$ cat src/rtl/bsu_pkg.sv
package bsu_pkg;

  typedef enum logic [2:0] {
    ST_IDLE,
    ST_POP_REQ,
    ST_POP_CAP,
    ST_PUSH,
    ST_COMMIT
  } seq_state_t;

  typedef struct packed {
    logic skip;
    logic is_ctl;
    logic rel;
    logic push;
    logic pop;
    logic swi;
    logic ie_wr;
    logic ie_val;
  } ctl_dec_t;

  // first-word field positions
  localparam int PA_EN   = 15;
  localparam int PB_EN   = 14;
  localparam int PA_VAL  = 13;
  localparam int PB_VAL  = 12;
  localparam int CLS_HI  = 11;
  localparam int CLS_LO  = 8;
  localparam int B_REL   = 7;
  localparam int B_PUSH  = 6;
  localparam int B_POP   = 5;
  localparam int B_SWI   = 4;
  localparam int B_IEWR  = 3;
  localparam int B_IEVAL = 2;
  localparam logic [3:0] CLS_CTL = 4'h4;

endpackage

$ cat src/rtl/bsu_decode.sv
module bsu_decode
  import bsu_pkg::*;
#(
  parameter int IW   = 16,
  parameter int RIDX = 5
) (
  input  logic [IW-1:0]   word_a,
  input  logic [IW-1:0]   word_b,
  input  logic [1:0]      flag_q,
  output ctl_dec_t        dec,
  output logic [RIDX-1:0] src_idx
);

  logic miss_a, miss_b;
  logic unused_bits;

  assign miss_a = word_a[PA_EN] & (word_a[PA_VAL] != flag_q[0]);
  assign miss_b = word_a[PB_EN] & (word_a[PB_VAL] != flag_q[1]);

  always_comb begin
    dec.skip   = miss_a | miss_b;
    dec.is_ctl = (word_a[CLS_HI:CLS_LO] == CLS_CTL);
    dec.rel    = word_a[B_REL];
    dec.push   = word_a[B_PUSH];
    dec.pop    = word_a[B_POP];
    dec.swi    = word_a[B_SWI];
    dec.ie_wr  = word_a[B_IEWR];
    dec.ie_val = word_a[B_IEVAL];
  end

  assign src_idx     = word_b[IW-1 -: RIDX];
  assign unused_bits = ^{word_a[1:0], word_b[IW-RIDX-1:0]};

endmodule

$ cat src/rtl/bsu_flags.sv
module bsu_flags #(
  parameter int NFLAG = 2
) (
  input  logic             clk,
  input  logic             rst_n,
  input  logic [NFLAG-1:0] wr_en,
  input  logic [NFLAG-1:0] wr_val,
  output logic [NFLAG-1:0] flag_q
);

  for (genvar g = 0; g < NFLAG; g++) begin : g_flag
    logic bit_q;
    always_ff @(posedge clk or negedge rst_n) begin
      if (!rst_n) begin
        bit_q <= 1'b0;
      end else if (wr_en[g]) begin
        bit_q <= wr_val[g];
      end
    end
    assign flag_q[g] = bit_q;


    flag_load_chk: assert property (@(posedge clk) disable iff (!rst_n)
      wr_en[g] |=> (flag_q[g] == $past(wr_val[g])));


    flag_hold_chk: assert property (@(posedge clk) disable iff (!rst_n)
      !wr_en[g] |=> $stable(flag_q[g]));
  end

endmodule

$ cat src/rtl/bsu_seq.sv
module bsu_seq
  import bsu_pkg::*;
#(
  parameter int DW   = 16,
  parameter int RIDX = 5
) (
  input  logic            clk,
  input  logic            rst_n,
  input  logic            start,
  input  ctl_dec_t        dec,
  input  logic [RIDX-1:0] src_idx,
  input  logic [DW-1:0]   rf_val,
  output logic            mem_req,
  output logic            mem_we,
  output logic [DW-1:0]   mem_addr,
  output logic [DW-1:0]   mem_wdata,
  input  logic [DW-1:0]   mem_rdata,
  output logic            done,
  output logic            idle,
  output logic [DW-1:0]   pc,
  output logic [DW-1:0]   sp,
  output logic            int_en
);

  localparam logic [RIDX-1:0] PC_SEL = RIDX'((2 ** RIDX) - 1);
  localparam logic [RIDX-1:0] SP_SEL = RIDX'((2 ** RIDX) - 2);
  localparam logic [DW-1:0]   STEP   = DW'(2);
  localparam logic [DW-1:0]   ONE    = DW'(1);

  seq_state_t    state_q, state_d;
  logic [DW-1:0] pc_q, pc_d, sp_q, sp_d, tgt_q, tgt_d;
  logic          ie_q, ie_d;
  ctl_dec_t      op_q, op_d;
  logic [DW-1:0] src_val;
  logic          pc_en, sp_en, ie_en, tgt_en, op_en;

  always_comb begin
    if (src_idx == PC_SEL) begin
      src_val = pc_q;
    end else if (src_idx == SP_SEL) begin
      src_val = sp_q;
    end else begin
      src_val = rf_val;
    end
  end

  always_comb begin
    state_d   = state_q;
    pc_d      = pc_q;
    sp_d      = sp_q;
    ie_d      = ie_q;
    tgt_d     = tgt_q;
    op_d      = op_q;
    pc_en     = 1'b0;
    sp_en     = 1'b0;
    ie_en     = 1'b0;
    tgt_en    = 1'b0;
    op_en     = 1'b0;
    mem_req   = 1'b0;
    mem_we    = 1'b0;
    mem_addr  = '0;
    mem_wdata = '0;
    unique case (state_q)
      ST_IDLE: begin
        if (start) begin
          tgt_en = 1'b1;
          op_en  = 1'b1;
          op_d   = dec;
          if (dec.skip || !dec.is_ctl) begin
            tgt_d       = pc_q + STEP;
            op_d.rel    = 1'b0;
            op_d.ie_wr  = 1'b0;
            state_d     = ST_COMMIT;
          end else if (dec.swi && ie_q) begin
            tgt_d    = '0;
            op_d.rel = 1'b0;
            op_d.pop = 1'b0;
            state_d  = dec.push ? ST_PUSH : ST_COMMIT;
          end else begin
            tgt_d   = src_val;
            state_d = dec.pop ? ST_POP_REQ : (dec.push ? ST_PUSH : ST_COMMIT);
          end
        end
      end
      ST_POP_REQ: begin
        mem_req  = 1'b1;
        mem_addr = sp_q + ONE;
        sp_en    = 1'b1;
        sp_d     = sp_q + ONE;
        state_d  = ST_POP_CAP;
      end
      ST_POP_CAP: begin
        tgt_en  = 1'b1;
        tgt_d   = mem_rdata;
        state_d = op_q.push ? ST_PUSH : ST_COMMIT;
      end
      ST_PUSH: begin
        mem_req   = 1'b1;
        mem_we    = 1'b1;
        mem_addr  = sp_q;
        mem_wdata = pc_q + STEP;
        sp_en     = 1'b1;
        sp_d      = sp_q - ONE;
        state_d   = ST_COMMIT;
      end
      ST_COMMIT: begin
        pc_en   = 1'b1;
        pc_d    = op_q.rel ? (pc_q + tgt_q) : tgt_q;
        ie_en   = op_q.ie_wr;
        ie_d    = op_q.ie_val;
        state_d = ST_IDLE;
      end
      default: state_d = ST_IDLE;
    endcase
  end

  always_ff @(posedge clk or negedge rst_n) begin
    if (!rst_n) begin
      state_q <= ST_IDLE;
      pc_q    <= '0;
      sp_q    <= '0;
      ie_q    <= 1'b0;
      tgt_q   <= '0;
      op_q    <= '0;
    end else begin
      state_q <= state_d;
      if (pc_en)  pc_q  <= pc_d;
      if (sp_en)  sp_q  <= sp_d;
      if (ie_en)  ie_q  <= ie_d;
      if (tgt_en) tgt_q <= tgt_d;
      if (op_en)  op_q  <= op_d;
    end
  end

  assign done   = (state_q == ST_COMMIT);
  assign idle   = (state_q == ST_IDLE);
  assign pc     = pc_q;
  assign sp     = sp_q;
  assign int_en = ie_q;


  done_pulse_chk: assert property (@(posedge clk) disable iff (!rst_n)
    done |=> !done);


  push_last_chk: assert property (@(posedge clk) disable iff (!rst_n)
    (mem_req && mem_we) |=> done);


  push_sp_chk: assert property (@(posedge clk) disable iff (!rst_n)
    (mem_req && mem_we) |=> (sp == ($past(mem_addr) - ONE)));


  pop_sp_chk: assert property (@(posedge clk) disable iff (!rst_n)
    (mem_req && !mem_we) |=> (sp == $past(mem_addr)));


  pop_then_quiet_chk: assert property (@(posedge clk) disable iff (!rst_n)
    (mem_req && !mem_we) |=> !mem_req);


  pc_quiet_chk: assert property (@(posedge clk) disable iff (!rst_n)
    !done |=> $stable(pc));


  ie_quiet_chk: assert property (@(posedge clk) disable iff (!rst_n)
    !done |=> $stable(int_en));

endmodule

$ cat src/rtl/branch_stack_unit.sv
module branch_stack_unit
  import bsu_pkg::*;
#(
  parameter int DW    = 16,
  parameter int IW    = 16,
  parameter int RIDX  = 5,
  parameter int NFLAG = 2
) (
  input  logic             clk,
  input  logic             rst_n,
  input  logic             start,
  input  logic [IW-1:0]    instr_hi,
  input  logic [IW-1:0]    instr_lo,
  output logic [RIDX-1:0]  rf_sel,
  input  logic [DW-1:0]    rf_val,
  input  logic [NFLAG-1:0] flag_we,
  input  logic [NFLAG-1:0] flag_wd,
  output logic             mem_req,
  output logic             mem_we,
  output logic [DW-1:0]    mem_addr,
  output logic [DW-1:0]    mem_wdata,
  input  logic [DW-1:0]    mem_rdata,
  output logic             done,
  output logic [DW-1:0]    pc,
  output logic [DW-1:0]    sp,
  output logic [NFLAG-1:0] flags,
  output logic             int_en
);

  logic     rst_meta, rst_sync;
  ctl_dec_t dec;
  logic     idle;

  always_ff @(posedge clk or negedge rst_n) begin
    if (!rst_n) begin
      rst_meta <= 1'b0;
      rst_sync <= 1'b0;
    end else begin
      rst_meta <= 1'b1;
      rst_sync <= rst_meta;
    end
  end

  bsu_flags #(.NFLAG(NFLAG)) u_flags (
    .clk    (clk),
    .rst_n  (rst_sync),
    .wr_en  (flag_we),
    .wr_val (flag_wd),
    .flag_q (flags)
  );

  bsu_decode #(.IW(IW), .RIDX(RIDX)) u_dec (
    .word_a  (instr_hi),
    .word_b  (instr_lo),
    .flag_q  (flags[1:0]),
    .dec     (dec),
    .src_idx (rf_sel)
  );

  bsu_seq #(.DW(DW), .RIDX(RIDX)) u_seq (
    .clk       (clk),
    .rst_n     (rst_sync),
    .start     (start),
    .dec       (dec),
    .src_idx   (rf_sel),
    .rf_val    (rf_val),
    .mem_req   (mem_req),
    .mem_we    (mem_we),
    .mem_addr  (mem_addr),
    .mem_wdata (mem_wdata),
    .mem_rdata (mem_rdata),
    .done      (done),
    .idle      (idle),
    .pc        (pc),
    .sp        (sp),
    .int_en    (int_en)
  );


  skip_quiet_chk: assert property (@(posedge clk) disable iff (!rst_sync)
    (start && idle && dec.skip) |=> (done && !mem_req));


  other_class_chk: assert property (@(posedge clk) disable iff (!rst_sync)
    (start && idle && !dec.is_ctl) |=> (done && !mem_req));


  reset_quiet_chk: assert property (@(posedge clk)
    !rst_sync |-> (!mem_req && !done));

endmodule

$ cat config.mk
export PLATFORM = sky130hd
export DESIGN_NAME = branch_stack_unit
export DESIGN_NICKNAME = d
export VERILOG_FILES = /design/src/rtl/bsu_pkg.sv /design/src/rtl/bsu_decode.sv /design/src/rtl/bsu_flags.sv /design/src/rtl/bsu_seq.sv /design/src/rtl/branch_stack_unit.sv
export SDC_FILE = /design/constraint.sdc
export NUM_CORES = 1
export LEC_CHECK = 0
export CORE_ASPECT_RATIO = 0.7
export CORE_MARGIN = 10
export CORE_UTILIZATION = 25
export CTS_CLUSTER_SIZE = 25
export DETAILED_ROUTE_END_ITERATION = 8
export DONT_BUFFER_PORTS = 1
export GPL_ROUTABILITY_DRIVEN = 0
export GPL_TIMING_DRIVEN = 1
export PLACE_DENSITY = 0.48
export SLEW_MARGIN = 25
export SYNTH_ARGS = -nofsm -noshare
export SYNTH_HDL_FRONTEND = slang
export SYNTH_SLANG_ARGS = --single-unit
export TNS_END_PERCENT = 20
$ cat constraint.sdc
create_clock -name clk -period 2.8 [get_ports clk]
set_input_delay 0.7 -clock clk [delete_from_list [all_inputs] [get_ports clk]]
set_output_delay 0.7 -clock clk [all_outputs]
set_load 0.02 [all_outputs]
==> summary.md <==
| Metric | Value |
|---|---|
| Status | completed |
| Critical path endpoint category | output pin |
| Final Net Count | 690 |
| Crit path DAT | 2.02 ns |
| Placement Rows | just over 40 |
| Largest area contributor in the netlist | dfrtp_1 |
| Max Cap Viol | 0 |
| Die ar. | 0.0248 sq mm |
| Total track usage | 0.145 |
| Net Sw Power | 2980 uW |
| CTS tree | built |
| Clock Latency Late Sink | roughly 0.34 ns |
| Max clock buf depth | 2 |
| LEAKAGE | about 0.0024 uW |
| Pwr dens | 1130 mW/mm^2 |
| R2R setup slack | 0.15 ns |
| HPWL after DPL | 14400 um |
| First-pass iteration count of the detailed router | 4 |
| Layout cells sized above 1 | 0.187 |
| Slew HR | 0.476 |
| Design Power | about 6400 uW |
| Worst reg-to-reg path cell count | 8 |
| 1st-iter DRT viols | 381 |
| Worst Tran Pin Value | 0.778 ns |
| Most instantiated cells after synthesis | nor2_1, dfrtp_1, nand2_1, a21oi_1, o21ai_0 |
| Tmin final | 2.72 ns |
| Post-Route WL | 18000 um |
| Final hold vios | 0 |
| CP required | 2.10 ns |
| Die W | 184 um |
| Cells after Synth | 563 |
| Fmax | 367 MHz |
| Number of CTS-inserted buffers | 9 |
| Hold buffer count at cts | 0 |
| Cell Chain, Critical Path | buf_4 -> ha_1 -> inv_1 -> nor4_2 -> xnor2_1 -> nor2_1 -> buf_4 |
| Comb power frac | 0.555 |
| Vias per cell | 5.30 |
| Int Pwr | between 3000 and 4000 uW |
| Io pins | 146 |
| Avg Cell Area, Syn | around 8.4 sq um |
| Vias in the first global route | between 4000 and 5000 |
| Switching share of power | 0.468 |
| Top-count cell post-synth | nor2_1 |
| Peak VDD IR | 0.000381 V |
| Clk pin slew, worst setup/hold paths | 0.06 ns |
| Starting density of the core | 0.258 |
| Flop pwr share | 0.252 |
| Antenna-violating nets left | 0 |
| Die H | between 100 and 150 um |
| Setup Skew | 0.0143 ns |
| Sequential share of the synthesized area | 0.319 |
| Syn Nets | 653 |
| Top cell type's share of synthesized area | 0.319 |
| Clk pwr share | 0.193 |
| Critical path's most frequent cell | buf_4 |
| Area growth syn-to-layout | 20.4% |
| Flops & latches, synth | 60 |
| R2r startpoint | u_seq.tgt_q[0]$_DFFE_PN0P_ |
| Ant diodes | 0 |
| Final setup viols | 0 |
| R2R Path End | u_seq.pc[12]$_DFFE_PN0P_ |
| CTS Root Cell | clkbuf_16 |
| Largest net degree at the start of global routing | 32 |
| Synth area leaders | dfrtp_1, mux2i_1, xor2_1 |
| Layout fillers | ~2000 |
| Total grt overflow | 0 |
| Synthesized cell area | 0.00471 sq mm |
| H-tree depth | 3 |
| Worst Path Max Fanout | 5 |
| Startpoint types | flop |
| Synth cell types | 60 |
| Crit-path slowest cell | dfrtp_1 |
| Crit-path max cell delay | 0.40 ns |
| Clk sink count | 60 |
| Synth Flop Type | dfrtp_1 |
| HP Class | primary input to async pin |
| PortBufs | 0 |
| Yosys warnings | 0 |
| Final Util | 0.310 |
| Post-route DRC | 0 |
| RSZ-0062 raised after global routing | true |
| Post-DR wirelength/cell | 21.5 um |
| Initial antenna violation count | 0 |
| Period utilization | 0.973 |
| First-pass GRT wire length | about 28000 um |
| Core area | 0.0183 sq mm |
| CP Class | flop to output pin |
| FFs w/ async S/R, synth | 1.00 |
| DR vias | 4461 |
| EDFF count, synth | 0 |
| Pins over their slew limit | 0 |
per-layer routing:
layer,global-route usage,wire length [um],share of wire
met5,0,0,0
met4,0.0290,208,0.012
met3,0.0675,1980,0.11
met2,0.197,7240,0.40
met1,0.202,8630,0.48
worst max-delay path, delay by kind of cell (launching register included):
family	cells	cell delay [ns]
buffers and inverters	3	0.44
xor gates and xnor gates	1	0.16
DFF	1	0.40
adders and majority gates	1	0.17
and+or+nand+nor	2	0.51
cell type report:
type | count | area (sq um) | area share
timing repair buffer | 67 | 503 | 0.0888
clock inverter | 4 | 72.6 | 0.0128
multi-input combinational | 446 | 2980 | 0.526
sequential | 60 | 1510 | 0.266
tap | 236 | 295 | 0.0521
clock buffer | 12 | 246 | 0.0435
inverter | 16 | 60.1 | 0.0106
state kept, by name, indices dropped and copies added, names as in the netlist:
register and count:
rst_meta 1, rst_sync 1, u_flags.g_flag.bit_q 2, u_seq.int_en 1
u_seq.op_q 4, u_seq.pc 16, u_seq.sp 16, u_seq.state_q 3
u_seq.tgt_q 16
power by group through the flow:
stage / clock (uW) / sequential (uW) / combinational (uW)
final: 1230 / 1610 / 3540
after global routing: 1290 / 1660 / 3910
after CTS: 1250 / 1600 / 3480
after detailed placement: 0 / 1610 / 3460
after global placement: 0 / 1600 / 3400
after floorplan: 0 / 1660 / 2390
placed cells by master, fill, tap and decap left out, types with 4 or more instances in the layout:
cell | netlist | routed
dfrtp_2 | 0 | 4
inv_1 | 16 | 16
nand2b_1 | 4 | 4
nand2_1 | 56 | 55
o21ai_0 | 44 | 44
nand3b_1 | 6 | 6
and3_1 | 6 | 6
a31oi_1 | 4 | 4
nand4_1 | 9 | 9
xor2_1 | 30 | 29
a21o_1 | 4 | 4
nand3_1 | 17 | 17
o21ai_1 | 4 | 4
o221ai_1 | 8 | 8
a21oi_1 | 45 | 45
nor3_1 | 9 | 6
o22ai_1 | 4 | 4
ha_1 | 18 | 18
buf_4 | 9 | 67
nor3b_1 | 6 | 6
o221a_2 | 7 | 7
dfrtp_1 | 60 | 56
clkbuf_16 | 0 | 9
mux2i_1 | 27 | 27
mux2_2 | 4 | 4
nor2_1 | 64 | 63
xnor2_1 | 28 | 28
metrics by stage:
stage                     area [sq um]  TNS [ns]  setup slack [ns]  hold WS (ns)  cells
after CTS                         5620         0            0.0275        0.0440    840
final                             5670         0            0.0762        0.0510    841
after detailed placement          5300         0             0.101         0.338    824
after global routing              5670   -0.0507           -0.0278        0.0368    841
after floorplan                   4710         0             0.209         0.331    563
after global placement            5300         0             0.145         0.339    824
kinds of logic after synthesis:
logic type / share of synthesized area
mux: 0.0670
flops: 0.319
other cells: 0.000796
xor+xnor: 0.108
simple gates: 0.194
buf+inv: 0.0574
fa+ha+maj: 0.0521
compound gates: 0.202
what timing repair did:
| action | 4_1_cts | 5_1_grt |
|---|---|---|
| gates resized for setup | 1 | 11 |
| setup endpoints to repair | 3 | 10 |
| setup buffers | 0 | 1 |
| pin swaps | 0 | 2 |
| gates cloned | 0 | 0 |
worst max-delay path by stage:
stage	startpoint	to	cells past startpoint
floorplan	u_seq.sp[2]$_DFFE_PN0P_	mem_addr[15]	6
global placement	u_seq.tgt_q[0]$_DFFE_PN0P_	u_seq.pc[12]$_DFFE_PN0P_	8
detailed placement	u_seq.tgt_q[0]$_DFFE_PN0P_	u_seq.pc[12]$_DFFE_PN0P_	8
CTS	u_seq.pc[1]$_DFFE_PN0P_	mem_wdata[13]	7
global route	u_seq.pc[1]$_DFFE_PN0P_	mem_wdata[13]	7
finish	u_seq.pc[1]$_DFFE_PN0P_	mem_wdata[13]	7
(Power assumes the default switching activity.)
